===== src/rtl/flashcmd_pkg.sv =====
package flashcmd_pkg;

    typedef enum logic [1:0] {
        MODE_READ    = 2'd0,
        MODE_AUTOSEL = 2'd1,
        MODE_BYPASS  = 2'd2
    } mode_e;

    typedef enum logic [2:0] {
        S_READ,
        S_UNL1,
        S_UNL2,
        S_AUTOSEL,
        S_PRG_WAIT,
        S_BYP,
        S_BYP_PRG,
        S_BYP_RST
    } state_e;

    localparam int          CMP_W      = 11;
    localparam logic [10:0] ADR_FIRST  = 11'h555;
    localparam logic [10:0] ADR_SECOND = 11'h2AA;

    localparam logic [7:0] CMD_UNLK_A = 8'hAA;
    localparam logic [7:0] CMD_UNLK_B = 8'h55;
    localparam logic [7:0] CMD_IDREAD = 8'h90;
    localparam logic [7:0] CMD_PROG   = 8'hA0;
    localparam logic [7:0] CMD_BYPASS = 8'h20;
    localparam logic [7:0] CMD_RESET  = 8'hF0;
    localparam logic [7:0] CMD_BYPEND = 8'h00;

    localparam logic [15:0] MFR_CODE  = 16'h0020;

endpackage


===== src/rtl/flashcmd_decode.sv =====
module flashcmd_decode
    import flashcmd_pkg::*;
#(
    parameter int NBLK  = 16,
    localparam int BLK_W = $clog2(NBLK)
) (
    input  logic [CMP_W-1:0] cmp_addr,
    input  logic [7:0]       cmd_byte,
    input  logic [BLK_W-1:0] blk_idx,
    input  logic [NBLK-1:0]  blk_prot,
    output logic             at_first,
    output logic             at_second,
    output logic             is_reset,
    output logic             tgt_prot
);

    always_comb begin
        at_first  = (cmp_addr == ADR_FIRST);
        at_second = (cmp_addr == ADR_SECOND);
        is_reset  = (cmd_byte == CMD_RESET);
        tgt_prot  = blk_prot[blk_idx];
    end

endmodule


===== src/rtl/flashcmd_fsm.sv =====
module flashcmd_fsm
    import flashcmd_pkg::*;
#(
    parameter int ADDR_W = 16,
    parameter int DATA_W = 16
) (
    input  logic              clk,
    input  logic              rst_n,
    input  logic              wr_valid,
    input  logic [ADDR_W-1:0] wr_addr,
    input  logic [DATA_W-1:0] wr_data,
    input  logic              busy,
    input  logic              at_first,
    input  logic              at_second,
    input  logic              is_reset,
    input  logic              tgt_prot,
    output logic [1:0]        mode,
    output logic              bypass,
    output logic              prog_req,
    output logic [ADDR_W-1:0] prog_addr,
    output logic [DATA_W-1:0] prog_data,
    output logic              err
);

    state_e     cur, nxt;
    logic       fire;
    logic       clr_err;
    logic [7:0] cmd;

    assign cmd = wr_data[7:0];

    // state register
    always_ff @(posedge clk or negedge rst_n) begin
        if (!rst_n) cur <= S_READ;
        else        cur <= nxt;
    end

    // next state and actions
    always_comb begin
        nxt     = cur;
        fire    = 1'b0;
        clr_err = 1'b0;
        if (wr_valid) begin
            unique case (cur)
                S_READ, S_AUTOSEL: begin
                    if (is_reset) begin
                        nxt     = S_READ;
                        clr_err = 1'b1;
                    end else if (!busy) begin
                        nxt = (at_first && cmd == CMD_UNLK_A) ? S_UNL1 : S_READ;
                    end
                end
                S_UNL1: begin
                    if (is_reset) begin
                        nxt     = S_READ;
                        clr_err = 1'b1;
                    end else if (!busy) begin
                        nxt = (at_second && cmd == CMD_UNLK_B) ? S_UNL2 : S_READ;
                    end
                end
                S_UNL2: begin
                    if (is_reset) begin
                        nxt     = S_READ;
                        clr_err = 1'b1;
                    end else if (!busy) begin
                        nxt = S_READ;
                        if (at_first) begin
                            case (cmd)
                                CMD_IDREAD: nxt = S_AUTOSEL;
                                CMD_PROG:   nxt = S_PRG_WAIT;
                                CMD_BYPASS: nxt = S_BYP;
                                default:    nxt = S_READ;
                            endcase
                        end
                    end
                end
                S_PRG_WAIT: begin
                    if (!busy) begin
                        fire = 1'b1;
                        nxt  = S_READ;
                    end
                end
                S_BYP: begin
                    if (!busy) begin
                        if (cmd == CMD_PROG)        nxt = S_BYP_PRG;
                        else if (cmd == CMD_IDREAD) nxt = S_BYP_RST;
                    end
                end
                S_BYP_PRG: begin
                    if (!busy) begin
                        fire = 1'b1;
                        nxt  = S_BYP;
                    end
                end
                S_BYP_RST: begin
                    if (!busy) begin
                        nxt = (cmd == CMD_BYPEND) ? S_READ : S_BYP;
                    end
                end
            endcase
        end
    end

    // registered outputs
    always_ff @(posedge clk or negedge rst_n) begin
        if (!rst_n) begin
            prog_req  <= 1'b0;
            prog_addr <= '0;
            prog_data <= '0;
            err       <= 1'b0;
        end else begin
            prog_req <= fire && !tgt_prot;
            if (fire && !tgt_prot) begin
                prog_addr <= wr_addr;
                prog_data <= wr_data;
            end
            if (clr_err)              err <= 1'b0;
            else if (fire && tgt_prot) err <= 1'b1;
        end
    end

    // mode decode
    always_comb begin
        unique case (cur)
            S_AUTOSEL:                   mode = MODE_AUTOSEL;
            S_BYP, S_BYP_PRG, S_BYP_RST: mode = MODE_BYPASS;
            default:                     mode = MODE_READ;
        endcase
        bypass = (mode == MODE_BYPASS);
    end

endmodule


===== src/rtl/flashcmd_rdmux.sv =====
module flashcmd_rdmux
    import flashcmd_pkg::*;
#(
    parameter int          ADDR_W = 16,
    parameter int          DATA_W = 16,
    parameter int          NBLK   = 16,
    parameter logic [15:0] DEV_ID = 16'h00D0,
    localparam int         BLK_W  = $clog2(NBLK)
) (
    input  logic [1:0]        mode,
    input  logic [ADDR_W-1:0] rd_addr,
    input  logic [DATA_W-1:0] array_data,
    input  logic [NBLK-1:0]   blk_prot,
    output logic [DATA_W-1:0] rd_data
);

    logic unused_rd_bits;
    logic prot_bit;

    assign unused_rd_bits = ^rd_addr[ADDR_W-BLK_W-1:2];
    assign prot_bit       = blk_prot[rd_addr[ADDR_W-1 -: BLK_W]];

    always_comb begin
        rd_data = array_data;
        if (mode == MODE_AUTOSEL) begin
            unique case (rd_addr[1:0])
                2'b00: rd_data = DATA_W'(MFR_CODE);
                2'b01: rd_data = DATA_W'(DEV_ID);
                2'b10: rd_data = DATA_W'(prot_bit);
                2'b11: rd_data = '0;
            endcase
        end
    end

endmodule


===== src/rtl/flashcmd_seq.sv =====
module flashcmd_seq
    import flashcmd_pkg::*;
#(
    parameter int          ADDR_W = 16,
    parameter int          DATA_W = 16,
    parameter int          NBLK   = 16,
    parameter logic [15:0] DEV_ID = 16'h00D0
) (
    input  logic              clk,
    input  logic              rst_n,
    input  logic              wr_valid,
    input  logic [ADDR_W-1:0] wr_addr,
    input  logic [DATA_W-1:0] wr_data,
    input  logic              busy,
    input  logic [NBLK-1:0]   blk_prot,
    input  logic [ADDR_W-1:0] rd_addr,
    input  logic [DATA_W-1:0] array_data,
    output logic [DATA_W-1:0] rd_data,
    output logic [1:0]        mode,
    output logic              bypass,
    output logic              prog_req,
    output logic [ADDR_W-1:0] prog_addr,
    output logic [DATA_W-1:0] prog_data,
    output logic              err
);

    localparam int BLK_W = $clog2(NBLK);

    logic at_first, at_second, is_reset, tgt_prot;

    flashcmd_decode #(.NBLK(NBLK)) u_dec (
        .cmp_addr (wr_addr[CMP_W-1:0]),
        .cmd_byte (wr_data[7:0]),
        .blk_idx  (wr_addr[ADDR_W-1 -: BLK_W]),
        .blk_prot (blk_prot),
        .at_first (at_first),
        .at_second(at_second),
        .is_reset (is_reset),
        .tgt_prot (tgt_prot)
    );

    flashcmd_fsm #(.ADDR_W(ADDR_W), .DATA_W(DATA_W)) u_fsm (
        .clk      (clk),
        .rst_n    (rst_n),
        .wr_valid (wr_valid),
        .wr_addr  (wr_addr),
        .wr_data  (wr_data),
        .busy     (busy),
        .at_first (at_first),
        .at_second(at_second),
        .is_reset (is_reset),
        .tgt_prot (tgt_prot),
        .mode     (mode),
        .bypass   (bypass),
        .prog_req (prog_req),
        .prog_addr(prog_addr),
        .prog_data(prog_data),
        .err      (err)
    );

    flashcmd_rdmux #(
        .ADDR_W(ADDR_W), .DATA_W(DATA_W), .NBLK(NBLK), .DEV_ID(DEV_ID)
    ) u_rdmux (
        .mode      (mode),
        .rd_addr   (rd_addr),
        .array_data(array_data),
        .blk_prot  (blk_prot),
        .rd_data   (rd_data)
    );

endmodule


===== config.mk =====
export PLATFORM = sky130hd
export DESIGN_NAME = flashcmd_seq
export DESIGN_NICKNAME = d
export VERILOG_FILES = /design/src/rtl/flashcmd_pkg.sv /design/src/rtl/flashcmd_decode.sv /design/src/rtl/flashcmd_fsm.sv /design/src/rtl/flashcmd_rdmux.sv /design/src/rtl/flashcmd_seq.sv
export SDC_FILE = /design/constraint.sdc
export NUM_CORES = 1
export LEC_CHECK = 0
export BUFFER_PORTS_ARGS = -buffer_cell sky130_fd_sc_hd__buf_4
export CAP_MARGIN = 10
export CORE_ASPECT_RATIO = 1.25
export CORE_MARGIN = 10
export CORE_UTILIZATION = 40
export DETAILED_ROUTE_END_ITERATION = 10
export PLACE_DENSITY = 0.79
export SYNTH_ARGS = -nofsm -noshare
export SYNTH_HDL_FRONTEND = slang
export SYNTH_SLANG_ARGS = --single-unit

===== constraint.sdc =====
create_clock -name clk -period 3.2 [get_ports clk]
set_input_delay 0.64 -clock clk [delete_from_list [all_inputs] [get_ports clk]]
set_output_delay 0.64 -clock clk [all_outputs]
set_load 0.005 [all_outputs]

==> impl_metrics.yaml <==
logic_synthesis:
  synth_top_family_by_area: "multiplexers"
  synthCells: 180
  synthSimpleGateAreaFrac_pct: 16.9
  ys.flop_type: "dfrtp_1"
  netlist_area_um2: 2310
  synth.yosys.seq_area_share_pct: 40.1
  avgSynthCellArea_um2: 12.8
  synth-async-reset-ratio_pct: 100
  synth_fa_ha_area_share_pct: 0
  ys_types: 46
  synth_mux_area_share_pct: 30.1
  yosys_warnings: 0
  ys_seq_elements: 37
  synth_xor_area_share_pct: 0.380
  syn_nets: 264
  synth_compound_area_share_pct: 7.65
  synth_edf_count: 0
drt:
  ant_nets: 0
  wire_per_inst_um: 18.4
  drt-initial-drc-count: 137
  vias: 1973
  drc_errors: 0
  dr.pass1.iters: 5
  routed_wl_um: 6820
  viasPerCell: 5.32
timing:
  fin_crit_sh_pct: 84.6
  period_needed_ps: 2710
  finalSetupViolCount: 0
  setup_tns_ps: 0
  fin_ws_ps: 494
  fmax_mhz: 370
  slew_headroom_pct: 62.1
  tightest_slew_ps: 568
  finalHoldViolations: 0
  finClkSkew_ps: 5.44
  rsz0062_at_grt: "false"
  slew_violations: 0
floorplanning:
  die_height_um: 105
  die-area_um2: 9220
  ios: 137
  initial_core_util_pct: 41.8
  core.rowCount: 30
  dieWidth_um: 87.9
  core_um2: 5520
pwr:
  p_leak_nw: 1.84
  combPwrFrac_pct: 17.8
  swShare_pct: 24.1
  p_switching_w: 0.000229
  power.density_nw_per_um2: 284
  internal-power_w: 0.000721
  p_clk_share_pct: 33.0
  p_seq_share_pct: 49.2
  max-vdd-ir-drop_uv: 128
worst_setup_path:
  rr_endpoint: "u_fsm.cur[0]"
  cp-end-kind: "output pin"
  cp-start-kind: "primary input"
  crit_required_ps: 2560
  ff2ff_path_depth: 5
  critPathArrivalTime_ps: 2070
  critPathKind: "primary input to output pin"
  crit_fanout: 4
  worstReg2RegStart: "u_fsm.cur[2]"
  reg2reg_slack_ps: 1100
global_route:
  grt_pass1_vias: 2139
  gr-total-overflow: 0
  antenna_found_initial: 0
  grtUsageTotal_pct: 14.0
  grt_pass1_wl_um: 10600
  grt_max_degree: 38
placement:
  post-dp-hpwl_um: 5680
  pre_cts_ws_ps: 482
  port_buffers: 126
  gp_congestion: 0.847
  dpl_cell_area_um2: 3260
layout:
  syn2layout_area_growth_pct: 45.0
  num_antenna_cells: 0
  fin_nets: 390
  final_common_cell: "buf_4"
  final_cell_mix: "buf_4, dfrtp_1, mux2_4"
  finish.instance_area_um2: 3350
  utilization_pct: 60.6
  drive_above_1_share_pct: 59.3
clock_tree:
  htree_levels: 2
  cts-buffers-inserted: 5
  post_cts.repair.setup_buffers: 0
  hold_buffers: 0
  clock_path_buffers: 2
  clkTransAtPathRegs_ps: 70
  post_cts_resized: 0
  cts.sinks: 37
  worstSkewPairLatency_ps: 290
  cts_tree: "yes"
  root_buffer: "clkbuf_8"
flow_run:
  maxCapViolations: 0
outcome:
  status: "finished, final reports clean"
min_path:
  hp-class: "primary input to asynchronous set/reset pin"
cell usage after synthesis, types with 2 or more instances:
cell type / n / area share (%)
mux4_2: 6 / 5.9
nand4b_1: 3 / 1.1
nor2_1: 4 / 0.65
inv_1: 3 / 0.49
buf_12: 3 / 2.6
nor4_1: 2 / 0.54
nand3b_1: 4 / 1.3
nand2b_1: 2 / 0.54
nor2b_1: 4 / 1.1
nand2_1: 7 / 1.1
clkbuf_1: 3 / 0.49
mux2_2: 3 / 1.5
a31oi_1: 3 / 0.81
and3_1: 2 / 0.54
and2_1: 13 / 3.5
mux2i_1: 9 / 3.9
nor3b_1: 4 / 1.3
o31ai_1: 3 / 0.98
o21ai_0: 5 / 1.1
nor3_1: 4 / 0.87
nand4_1: 2 / 0.54
a21o_1: 3 / 0.98
mux2_4: 29 / 19
dfrtp_1: 37 / 40
metal layers:
metal  global-route usage (%)  vias up  share of wire [%]
li1                         -      925                  -
met1                     15.8      944                 39
met2                     23.4       97                 49
met5                        0        -                  0
met3                     5.75        7                 11
met4                     4.22        0                1.2
final cells by class:
class | count | area [µm²]
clock inverters | 3 | 17.5
inverters | 3 | 11.3
well taps | 64 | 80.1
clock buffers | 5 | 68.8
multi-input cells | 131 | 1270
repair buffers | 128 | 973
fillers | 464 | 2170
flip-flops and latches | 37 | 926
cells by family after synthesis:
group / count (synthesis)
buf+inv: 12
mux: 47
flops: 37
compound gates: 23
xor+xnor: 1
simple gates: 60
state kept, by name (all words and copies together), names as in the netlist:
name             count
u_fsm.err            1
u_fsm.prog_addr     16
u_fsm.prog_req       1
u_fsm.prog_data     16
u_fsm.cur            3
power groups by stage:
stage | clock (W) | sequential, W | combinational [W]
2_1_floorplan | 0 | 0.000477 | 0.0000565
3_3_place_gp | 0 | 0.000476 | 0.000168
3_5_place_dp | 0 | 0.000476 | 0.000171
4_1_cts | 0.000326 | 0.000467 | 0.000172
5_1_grt | 0.000344 | 0.000467 | 0.000185
6_report | 0.000313 | 0.000467 | 0.000169
how the worst max path moves through the flow:
stage,slack [ps],depth (start not counted),to,from
detailed placement,480,6,rd_data[0],rd_addr[12]
global placement,500,6,rd_data[0],rd_addr[12]
floorplan,800,7,u_fsm.prog_addr[0],wr_addr[14]
global route,370,5,rd_data[7],u_fsm.cur[0]
CTS,480,6,rd_data[0],rd_addr[12]
finish,490,6,rd_data[0],rd_addr[12]
critical path, stage by stage:
cell      delay, ps
buf_4           130
mux4_2          500
mux4_2          460
nand3b_1         90
o21ai_0          70
buf_4           170
stage by stage:
stage	hold WS, ps	std cells	power, W
6_report	301	371	0.000950
2_1_floorplan	344	180	0.000533
3_5_place_dp	492	363	0.000648
4_1_cts	308	371	0.000964
5_1_grt	327	371	0.000997
3_3_place_gp	491	363	0.000644
Power figures use the tool's default switching activity.
